`src/rtl/bank_trk_pkg.sv`:
```
package bank_trk_pkg;

  // Widest bank selector carried in the strobe bundle.
  parameter int unsigned SEL_W = 8;

  typedef enum logic [2:0] {
    CMD_NOP = 3'd0,
    CMD_ACT = 3'd1,
    CMD_RD  = 3'd2,
    CMD_WR  = 3'd3,
    CMD_PRE = 3'd4,
    CMD_REF = 3'd5,
    CMD_MRS = 3'd6,
    CMD_RSV = 3'd7
  } cmd_e;

  // Strobes from control to datapath; only legal commands produce them.
  typedef struct packed {
    logic             doAct;
    logic             doWr;
    logic             doPre;
    logic             doRef;
    logic             doMrs;
    logic [SEL_W-1:0] bank;
  } strobe_t;

endpackage

```
`src/rtl/bank_trk_downcnt.sv`:
```
module bank_trk_downcnt #(
  parameter int unsigned CNT_W = 8
) (
  input  logic             clk,
  input  logic             rst,
  input  logic             load,
  input  logic [CNT_W-1:0] loadVal,
  output logic             done
);

  logic [CNT_W-1:0] cnt;

  always_ff @(posedge clk) begin
    if (rst) begin
      cnt <= '0;
    end else if (load) begin
      cnt <= loadVal;
    end else if (cnt != '0) begin
      cnt <= cnt - 1'b1;
    end
  end

  assign done = (cnt == '0);

endmodule

```
`src/rtl/bank_trk_slice.sv`:
```
module bank_trk_slice #(
  parameter int unsigned CNT_W = 8
) (
  input  logic             clk,
  input  logic             rst,
  input  logic             doAct,
  input  logic             doWr,
  input  logic             doPre,
  input  logic [CNT_W-1:0] ldRcd,
  input  logic [CNT_W-1:0] ldRas,
  input  logic [CNT_W-1:0] ldRp,
  input  logic [CNT_W-1:0] ldWr,
  output logic             isActive,
  output logic             rcdDone,
  output logic             rasDone,
  output logic             rpDone,
  output logic             wrDone
);

  always_ff @(posedge clk) begin
    if (rst) begin
      isActive <= 1'b0;
    end else if (doAct) begin
      isActive <= 1'b1;
    end else if (doPre) begin
      isActive <= 1'b0;
    end
  end

  bank_trk_downcnt #(.CNT_W(CNT_W)) u_rcd (
    .clk(clk), .rst(rst), .load(doAct), .loadVal(ldRcd), .done(rcdDone)
  );

  bank_trk_downcnt #(.CNT_W(CNT_W)) u_ras (
    .clk(clk), .rst(rst), .load(doAct), .loadVal(ldRas), .done(rasDone)
  );

  bank_trk_downcnt #(.CNT_W(CNT_W)) u_rp (
    .clk(clk), .rst(rst), .load(doPre), .loadVal(ldRp), .done(rpDone)
  );

  bank_trk_downcnt #(.CNT_W(CNT_W)) u_wr (
    .clk(clk), .rst(rst), .load(doWr), .loadVal(ldWr), .done(wrDone)
  );

endmodule

```
`src/rtl/bank_trk_dp.sv`:
```
module bank_trk_dp
  import bank_trk_pkg::*;
#(
  parameter int unsigned NB    = 16,
  parameter int unsigned CNT_W = 8
) (
  input  logic             clk,
  input  logic             rst,
  input  logic [CNT_W-1:0] cfgTrcd,
  input  logic [CNT_W-1:0] cfgTras,
  input  logic [CNT_W-1:0] cfgTrp,
  input  logic [CNT_W-1:0] cfgTwr,
  input  logic [CNT_W-1:0] cfgTrfc,
  input  logic [CNT_W-1:0] cfgTmrd,
  input  strobe_t          stb,
  output logic [NB-1:0]    activeVec,
  output logic [NB-1:0]    rcdDone,
  output logic [NB-1:0]    rasDone,
  output logic [NB-1:0]    rpDone,
  output logic [NB-1:0]    wrDone,
  output logic             rfcDone,
  output logic             mrdDone
);

  // A window of N cycles loads N-1: the flag opens N-1 edges after the command edge.
  function automatic logic [CNT_W-1:0] satDec(input logic [CNT_W-1:0] v);
    return (v == '0) ? '0 : v - 1'b1;
  endfunction

  logic [CNT_W-1:0] ldRcd, ldRas, ldRp, ldWr, ldRfc, ldMrd;

  always_ff @(posedge clk) begin
    if (rst) begin
      ldRcd <= satDec(cfgTrcd);
      ldRas <= satDec(cfgTras);
      ldRp  <= satDec(cfgTrp);
      ldWr  <= satDec(cfgTwr);
      ldRfc <= satDec(cfgTrfc);
      ldMrd <= satDec(cfgTmrd);
    end
  end

  for (genvar i = 0; i < NB; i++) begin : g_bank
    logic bankHit;
    assign bankHit = (stb.bank == SEL_W'(i));

    bank_trk_slice #(.CNT_W(CNT_W)) u_slice (
      .clk      (clk),
      .rst      (rst),
      .doAct    (stb.doAct && bankHit),
      .doWr     (stb.doWr  && bankHit),
      .doPre    (stb.doPre && bankHit),
      .ldRcd    (ldRcd),
      .ldRas    (ldRas),
      .ldRp     (ldRp),
      .ldWr     (ldWr),
      .isActive (activeVec[i]),
      .rcdDone  (rcdDone[i]),
      .rasDone  (rasDone[i]),
      .rpDone   (rpDone[i]),
      .wrDone   (wrDone[i])
    );
  end

  bank_trk_downcnt #(.CNT_W(CNT_W)) u_rfc (
    .clk(clk), .rst(rst), .load(stb.doRef), .loadVal(ldRfc), .done(rfcDone)
  );

  bank_trk_downcnt #(.CNT_W(CNT_W)) u_mrd (
    .clk(clk), .rst(rst), .load(stb.doMrs), .loadVal(ldMrd), .done(mrdDone)
  );

endmodule

```
`src/rtl/bank_trk_ctrl.sv`:
```
module bank_trk_ctrl
  import bank_trk_pkg::*;
#(
  parameter int unsigned BG_W = 2,
  parameter int unsigned BA_W = 2,
  localparam int unsigned IDX_W = BG_W + BA_W,
  localparam int unsigned NB    = 1 << IDX_W
) (
  input  logic            clk,
  input  logic            rst,
  input  logic            cmdValid,
  input  logic [2:0]      cmdType,
  input  logic [BG_W-1:0] cmdGroup,
  input  logic [BA_W-1:0] cmdBank,
  input  logic [NB-1:0]   activeVec,
  input  logic [NB-1:0]   rcdDone,
  input  logic [NB-1:0]   rasDone,
  input  logic [NB-1:0]   rpDone,
  input  logic [NB-1:0]   wrDone,
  input  logic            rfcDone,
  input  logic            mrdDone,
  output logic [NB-1:0]   mayAct,
  output logic [NB-1:0]   mayCas,
  output logic [NB-1:0]   mayPre,
  output logic            mayRef,
  output logic            mayMrs,
  output logic            violation,
  output strobe_t         stb
);

  logic [IDX_W-1:0] idx;
  logic             allIdle;
  logic             legal;
  cmd_e             op;

  assign idx     = {cmdGroup, cmdBank};
  assign allIdle = (activeVec == '0);
  assign op      = cmd_e'(cmdType);

  always_comb begin
    mayAct = ~activeVec & rpDone & {NB{rfcDone}};
    mayCas = activeVec & rcdDone;
    mayPre = activeVec & rasDone & wrDone;
    mayRef = allIdle && (&rpDone) && rfcDone;
    mayMrs = allIdle && mrdDone;
  end

  always_comb begin
    unique case (op)
      CMD_NOP:        legal = 1'b1;
      CMD_ACT:        legal = mayAct[idx];
      CMD_RD, CMD_WR: legal = mayCas[idx];
      CMD_PRE:        legal = mayPre[idx];
      CMD_REF:        legal = mayRef;
      CMD_MRS:        legal = mayMrs;
      default:        legal = 1'b0;
    endcase
  end

  always_comb begin
    stb      = '0;
    stb.bank = SEL_W'(idx);
    if (cmdValid && legal) begin
      unique case (op)
        CMD_ACT: stb.doAct = 1'b1;
        CMD_WR:  stb.doWr  = 1'b1;
        CMD_PRE: stb.doPre = 1'b1;
        CMD_REF: stb.doRef = 1'b1;
        CMD_MRS: stb.doMrs = 1'b1;
        default: ;
      endcase
    end
  end

  always_ff @(posedge clk) begin
    if (rst) begin
      violation <= 1'b0;
    end else if (cmdValid && !legal) begin
      violation <= 1'b1;
    end
  end

endmodule

```
`src/rtl/bank_row_tracker.sv`:
```
module bank_row_tracker
  import bank_trk_pkg::*;
#(
  parameter int unsigned BG_W  = 2,
  parameter int unsigned BA_W  = 2,
  parameter int unsigned CNT_W = 8,
  localparam int unsigned NB   = 1 << (BG_W + BA_W)
) (
  input  logic             clk,
  input  logic             rst,
  input  logic [CNT_W-1:0] cfgTrcd,
  input  logic [CNT_W-1:0] cfgTras,
  input  logic [CNT_W-1:0] cfgTrp,
  input  logic [CNT_W-1:0] cfgTwr,
  input  logic [CNT_W-1:0] cfgTrfc,
  input  logic [CNT_W-1:0] cfgTmrd,
  input  logic             cmdValid,
  input  logic [2:0]       cmdType,
  input  logic [BG_W-1:0]  cmdGroup,
  input  logic [BA_W-1:0]  cmdBank,
  output logic [NB-1:0]    mayAct,
  output logic [NB-1:0]    mayCas,
  output logic [NB-1:0]    mayPre,
  output logic             mayRef,
  output logic             mayMrs,
  output logic             violation
);

  strobe_t       stb;
  logic [NB-1:0] activeVec, rcdDone, rasDone, rpDone, wrDone;
  logic          rfcDone, mrdDone;

  bank_trk_ctrl #(.BG_W(BG_W), .BA_W(BA_W)) u_ctrl (
    .clk       (clk),
    .rst       (rst),
    .cmdValid  (cmdValid),
    .cmdType   (cmdType),
    .cmdGroup  (cmdGroup),
    .cmdBank   (cmdBank),
    .activeVec (activeVec),
    .rcdDone   (rcdDone),
    .rasDone   (rasDone),
    .rpDone    (rpDone),
    .wrDone    (wrDone),
    .rfcDone   (rfcDone),
    .mrdDone   (mrdDone),
    .mayAct    (mayAct),
    .mayCas    (mayCas),
    .mayPre    (mayPre),
    .mayRef    (mayRef),
    .mayMrs    (mayMrs),
    .violation (violation),
    .stb       (stb)
  );

  bank_trk_dp #(.NB(NB), .CNT_W(CNT_W)) u_dp (
    .clk       (clk),
    .rst       (rst),
    .cfgTrcd   (cfgTrcd),
    .cfgTras   (cfgTras),
    .cfgTrp    (cfgTrp),
    .cfgTwr    (cfgTwr),
    .cfgTrfc   (cfgTrfc),
    .cfgTmrd   (cfgTmrd),
    .stb       (stb),
    .activeVec (activeVec),
    .rcdDone   (rcdDone),
    .rasDone   (rasDone),
    .rpDone    (rpDone),
    .wrDone    (wrDone),
    .rfcDone   (rfcDone),
    .mrdDone   (mrdDone)
  );

endmodule

```
`config.mk`:
```
export PLATFORM = sky130hd
export DESIGN_NAME = bank_row_tracker
export DESIGN_NICKNAME = d
export VERILOG_FILES = /design/src/rtl/bank_trk_pkg.sv /design/src/rtl/bank_trk_downcnt.sv /design/src/rtl/bank_trk_slice.sv /design/src/rtl/bank_trk_dp.sv /design/src/rtl/bank_trk_ctrl.sv /design/src/rtl/bank_row_tracker.sv
export SDC_FILE = /design/constraint.sdc
export NUM_CORES = 2
export LEC_CHECK = 0
export ABC_AREA = 1
export CORE_ASPECT_RATIO = 1.4
export CORE_MARGIN = 2
export CORE_UTILIZATION = 41
export CTS_CLUSTER_DIAMETER = 150
export DETAILED_ROUTE_END_ITERATION = 7
export DONT_BUFFER_PORTS = 1
export PLACE_DENSITY_LB_ADDON = 0.15
export SLEW_MARGIN = 0
export SYNTH_ARGS = -nofsm -noshare
export SYNTH_HDL_FRONTEND = slang
export SYNTH_SLANG_ARGS = --single-unit
```
`constraint.sdc`:
```
create_clock -name clk -period 2.5 [get_ports clk]
set_input_delay 0.125 -clock clk [delete_from_list [all_inputs] [get_ports clk]]
set_output_delay 0.125 -clock clk [all_outputs]
set_load 0.02 [all_outputs]
```
==> impl_metrics.prom <==
# TYPE chip_impl_metric gauge
chip_impl_metric{name="drc_viols",unit=""} 0
chip_impl_metric{name="h_tree_depth",unit=""} 3
chip_impl_info{name="timing.critical_path.to_type",value="register"} 1
chip_impl_metric{name="fin_skew",unit="ps"} 35.3
chip_impl_info{name="dominant_cell_type_by_area_after_synthesis",value="sky130_fd_sc_hd__dfxtp_1"} 1
chip_impl_metric{name="via_count",unit=""} 37300
chip_impl_metric{name="critPathMaxStageDelay",unit="ps"} 320
chip_impl_metric{name="drt-vias-per-instance",unit=""} 5.25
chip_impl_metric{name="design.portCount",unit=""} 109
chip_impl_metric{name="wl_per_cell",unit="um"} 18.5
chip_impl_metric{name="final_nets",unit=""} 6171
chip_impl_metric{name="fraction_of_synthesis_flops_using_an_asynchronous_set_or_reset_pin",unit="%"} 0
chip_impl_metric{name="synthesis.yosys.warnings",unit=""} 0
chip_impl_metric{name="antenna_found_initial",unit=""} 3
chip_impl_metric{name="setup_ws",unit="ps"} -421
chip_impl_metric{name="hpwlAfterDp",unit="mm"} 82.8
chip_impl_metric{name="max_clock_freq",unit="MHz"} 342
chip_impl_metric{name="placeableCoreArea",unit="mm2"} 0.0843
chip_impl_metric{name="post_synth_instance_area",unit="mm2"} 0.0349
chip_impl_info{name="clk_root_buffer_cell",value="sky130_fd_sc_hd__clkbuf_16"} 1
chip_impl_metric{name="cellPowerDensity",unit="mW/mm2"} 1420
chip_impl_metric{name="floorplan.die.height",unit="um"} 349
chip_impl_metric{name="fraction_of_layout_cells_with_a_size_suffix_above_1",unit="%"} 24.9
chip_impl_info{name="dominantRegCellSynth",value="sky130_fd_sc_hd__dfxtp_1"} 1
chip_impl_info{name="critical_path.slowest_cell",value="sky130_fd_sc_hd__dfxtp_2"} 1
chip_impl_metric{name="max-clock-path-buffers",unit=""} 3
chip_impl_metric{name="ys_types",unit=""} 38
chip_impl_info{name="holdCritPathClass",value="primary input to register"} 1
chip_impl_metric{name="initial_core_util",unit="%"} 41.4
chip_impl_metric{name="cts.reportedPaths.clkPinSlew",unit="ps"} 60
chip_impl_metric{name="floorplan.die_area",unit="mm2"} 0.0875
chip_impl_metric{name="reg2reg_depth",unit=""} 21
chip_impl_metric{name="crit_required",unit="ps"} 2880
chip_impl_metric{name="report.final.hold_viol_count",unit=""} 89
chip_impl_metric{name="grt_pass1_vias",unit=""} 35300
chip_impl_metric{name="syn-instance-count",unit=""} 5096
chip_impl_metric{name="minimum_period_implied_by_the_final_worst_setup_slack",unit="ps"} 2920
chip_impl_metric{name="hold_depth",unit=""} 1
chip_impl_metric{name="max_cap_viol_count",unit=""} 0
chip_impl_metric{name="clk_latency",unit="ps"} 660
chip_impl_metric{name="routed_wl",unit="mm"} 132
chip_impl_metric{name="yosys_top_cell_area_share",unit="%"} 31.3
chip_impl_metric{name="postLayoutCellArea",unit="mm2"} 0.0480
chip_impl_metric{name="detail_route.iter0.violations",unit=""} 2744
chip_impl_metric{name="whs",unit="ps"} -389
chip_impl_metric{name="synth_seq_area_share",unit="%"} 35.4
chip_impl_metric{name="path_max_fanout",unit=""} 13
chip_impl_metric{name="number_of_max_slew_violations_in_the_final_report",unit=""} 376
chip_impl_info{name="post_synth_main_area_contributors",value="sky130_fd_sc_hd__dfxtp_1 (31%), sky130_fd_sc_hd__nand2_1 (10%), sky130_fd_sc_hd__nor2_1 (8.3%)"} 1
chip_impl_info{name="cp_cell_sequence",value="inv_2 > ha_2 > nand3_1 > nor2_2 > buf_6 > nand2_2 > nor2_4 > nand2_2 > nor2_1 > nand3_1 > nand2_1 > a21oi_2 > nand3_4 > buf_4 > buf_16 > nand4_1 > buf_6 > buf_12 > buf_4 > nand2_1 > a21oi_1"} 1
chip_impl_metric{name="grt_pass1_wl",unit="mm"} 193
chip_impl_metric{name="synth-edff-count",unit=""} 48
chip_impl_metric{name="horizontal_die_dimension",unit="um"} 251
chip_impl_info{name="run_status",value="finished, violations left"} 1
chip_impl_metric{name="globalRoute.totalOverflow",unit=""} 0
chip_impl_metric{name="cp.arrival",unit="ps"} 3300
chip_impl_metric{name="area_growth",unit="%"} 37.6
chip_impl_info{name="violations",value="hold timing, slew limit, setup timing"} 1
chip_impl_metric{name="grt_usage",unit="%"} 28.1
chip_impl_metric{name="remaining_antenna_violation_count_after_routing",unit=""} 0
chip_impl_metric{name="average_cell_area_after_synthesis",unit="um2"} 6.85
chip_impl_metric{name="p_leak",unit="nW"} 21.4
chip_impl_metric{name="timing.final.setup_violations",unit=""} 551
chip_impl_metric{name="drtPass1Iterations",unit=""} 5
chip_impl_metric{name="clock-sinks",unit=""} 593
chip_impl_info{name="critical_path.startpoint_type",value="register"} 1
chip_impl_metric{name="power",unit="mW"} 68.4
chip_impl_metric{name="numCtsBuffers",unit=""} 68
chip_impl_metric{name="rows",unit=""} 126
chip_impl_info{name="tritoncts",value="yes"} 1
chip_impl_metric{name="placed_area",unit="mm2"} 0.0417
chip_impl_metric{name="gp_congestion",unit=""} 0.925
chip_impl_info{name="path_class",value="register to register"} 1
chip_impl_metric{name="port_buffers",unit=""} 0
chip_impl_metric{name="worst_margin_slew",unit="ps"} 3010
chip_impl_metric{name="grt_max_degree",unit=""} 511
chip_impl_metric{name="fin_crit_sh",unit="%"} 117
chip_impl_metric{name="rrSetupSlack",unit="ps"} -420
chip_impl_metric{name="synthesis.nets",unit=""} 5290
chip_impl_info{name="grt_setup_unrepaired",value="yes"} 1
chip_impl_metric{name="max-vdd-ir-drop",unit="mV"} 0.565
chip_impl_metric{name="slew_headroom",unit="%"} -101
chip_impl_metric{name="synth.ff_latch_count",unit=""} 593
==> report_power, final <==
group	total, mW	leakage (nW)	switching (mW)	internal, mW
logic	42.1	15.3	21.7	20.3
registers	16.0	4.98	2.44	13.6
clock network	10.3	1.07	4.40	5.87
total	68.4	21.4	28.6	39.8
==> final timing paths <==
check,from,endpoint
setup / recovery,u_dp.g_bank[2].u_slice.u_rp.cnt[0],u_dp.g_bank[14].u_slice.u_ras.cnt[7]
hold / removal,rst,u_dp.g_bank[9].u_slice.u_ras.cnt[1]
setup reg to reg,u_dp.g_bank[2].u_slice.u_rp.cnt[0],u_dp.g_bank[14].u_slice.u_ras.cnt[7]
hold reg to reg,u_dp.ldMrd[1],u_dp.u_mrd.cnt[1]
==> synth_stat cells, types with 13 or more instances <==
library cell and number:
sky130_fd_sc_hd__nor3_1 83, sky130_fd_sc_hd__o21ai_0 474, sky130_fd_sc_hd__inv_1 413, sky130_fd_sc_hd__nand3_1 320, sky130_fd_sc_hd__or2_2 111, sky130_fd_sc_hd__a21oi_1 509
sky130_fd_sc_hd__nor2_1 776, sky130_fd_sc_hd__xor2_1 124, sky130_fd_sc_hd__or3_1 32, sky130_fd_sc_hd__ha_1 136, sky130_fd_sc_hd__edfxtp_1 48, sky130_fd_sc_hd__xnor2_1 166
sky130_fd_sc_hd__clkbuf_1 127, sky130_fd_sc_hd__nor2_2 38, sky130_fd_sc_hd__dfxtp_1 545, sky130_fd_sc_hd__buf_2 51, sky130_fd_sc_hd__nand2_1 969, sky130_fd_sc_hd__buf_1 13
sky130_fd_sc_hd__nand4_1 91
==> layout make-up <==
cell class | instances | area, um2
Tap cell | 1088 | 1360
Inverter | 414 | 1560
Clock inverter | 29 | 309
Clock buffer | 94 | 1900
Multi-Input combinational cell | 3899 | 21500
Antenna cell | 1 | 2.50
Timing Repair Buffer | 1001 | 9000
Fill cell | 7976 | 36300
Sequential cell | 593 | 12400
==> logic make-up after synthesis <==
family / synth area share, %
buffers and inverters: 7.02
XOR/XNOR: 7.28
adder cells (fa/ha/maj): 4.88
AO/OA/AOI/OAI: 14.5
flip-flops: 35.4
AND/OR/NAND/NOR: 30.9
==> routing by layer <==
layer | track usage [%] | vias up | part of all wire, %
li1 | - | 18500 | -
met1 | 32.3 | 17600 | 39
met2 | 50.2 | 1009 | 49
met3 | 3.87 | 317 | 5.4
met4 | 15.2 | 2 | 6.1
met5 | 0 | - | 0.0099
==> stage by stage <==
step / instances / TNS, ps / setup slack [ps] / util [%]
6_report: 7119 / -131000 / -421 / 56.9
5_1_grt: 7119 / -190120 / -491 / 56.9
4_1_cts: 7049 / -27000 / -163 / 54.7
3_5_place_dp: 6764 / -110480 / -334 / 49.4
3_3_place_gp: 6764 / -103930 / -322 / 49.4
2_1_floorplan: 5096 / 0 / 4.16 / -
==> registers in the layout, summed over array words and instances (netlist names) <==
signal                         flops
u_dp.g_bank.u_slice.u_ras.cnt    128
u_dp.g_bank.u_slice.u_rcd.cnt    128
u_dp.g_bank.u_slice.u_rp.cnt     128
u_dp.g_bank.u_slice.u_wr.cnt     128
u_dp.g_bank.u_slice.isActive      16
u_dp.ldMrd                         8
u_dp.ldRas                         8
u_dp.ldRcd                         8
u_dp.ldRfc                         8
u_dp.ldRp                          8
u_dp.ldWr                          8
u_dp.u_mrd.cnt                     8
u_dp.u_rfc.cnt                     8
u_ctrl.violation                   1
==> worst max-delay path: cells and delay by family, from the launching register on <==
kind                     cells  cell delay (ps)
AND/OR/NAND/NOR             11             1070
buffers and inverters        7              970
flip-flops                   1              320
adder cells (fa/ha/maj)      1              170
AO/OA/AOI/OAI                2              120
==> repair_timing <==
item	in CTS	in global routing
gates resized for setup	253	361
hold endpoints to repair	632	566
endpoints found under the setup margin	564	588
hold buffers	98	3
gates cloned	13	33
buffers inserted	54	37
pin swaps	36	129
==> cell usage in the layout (no fill, tap or decap), drive strengths merged <==
cell type | netlist | layout
a21oi | 510 | 510
a31oi | 1 | 1
buf | 74 | 875
bufinv | 0 | 5
clkbuf | 127 | 120
clkinv | 1 | 15
clkinvlp | 0 | 6
dfxtp | 545 | 545
diode | 0 | 1
dlygate4sd3 | 0 | 100
edfxtp | 48 | 48
ha | 136 | 136
inv | 413 | 417
nand2 | 969 | 969
nand3 | 324 | 324
nand4 | 103 | 105
nor2 | 824 | 833
nor3 | 85 | 85
nor4 | 11 | 11
o211ai | 1 | 1
o21a | 9 | 9
o21ai | 482 | 482
or2 | 111 | 111
or3 | 32 | 32
xnor2 | 166 | 166
xor2 | 124 | 124
Note: power is estimated with default switching activity, not from simulation.
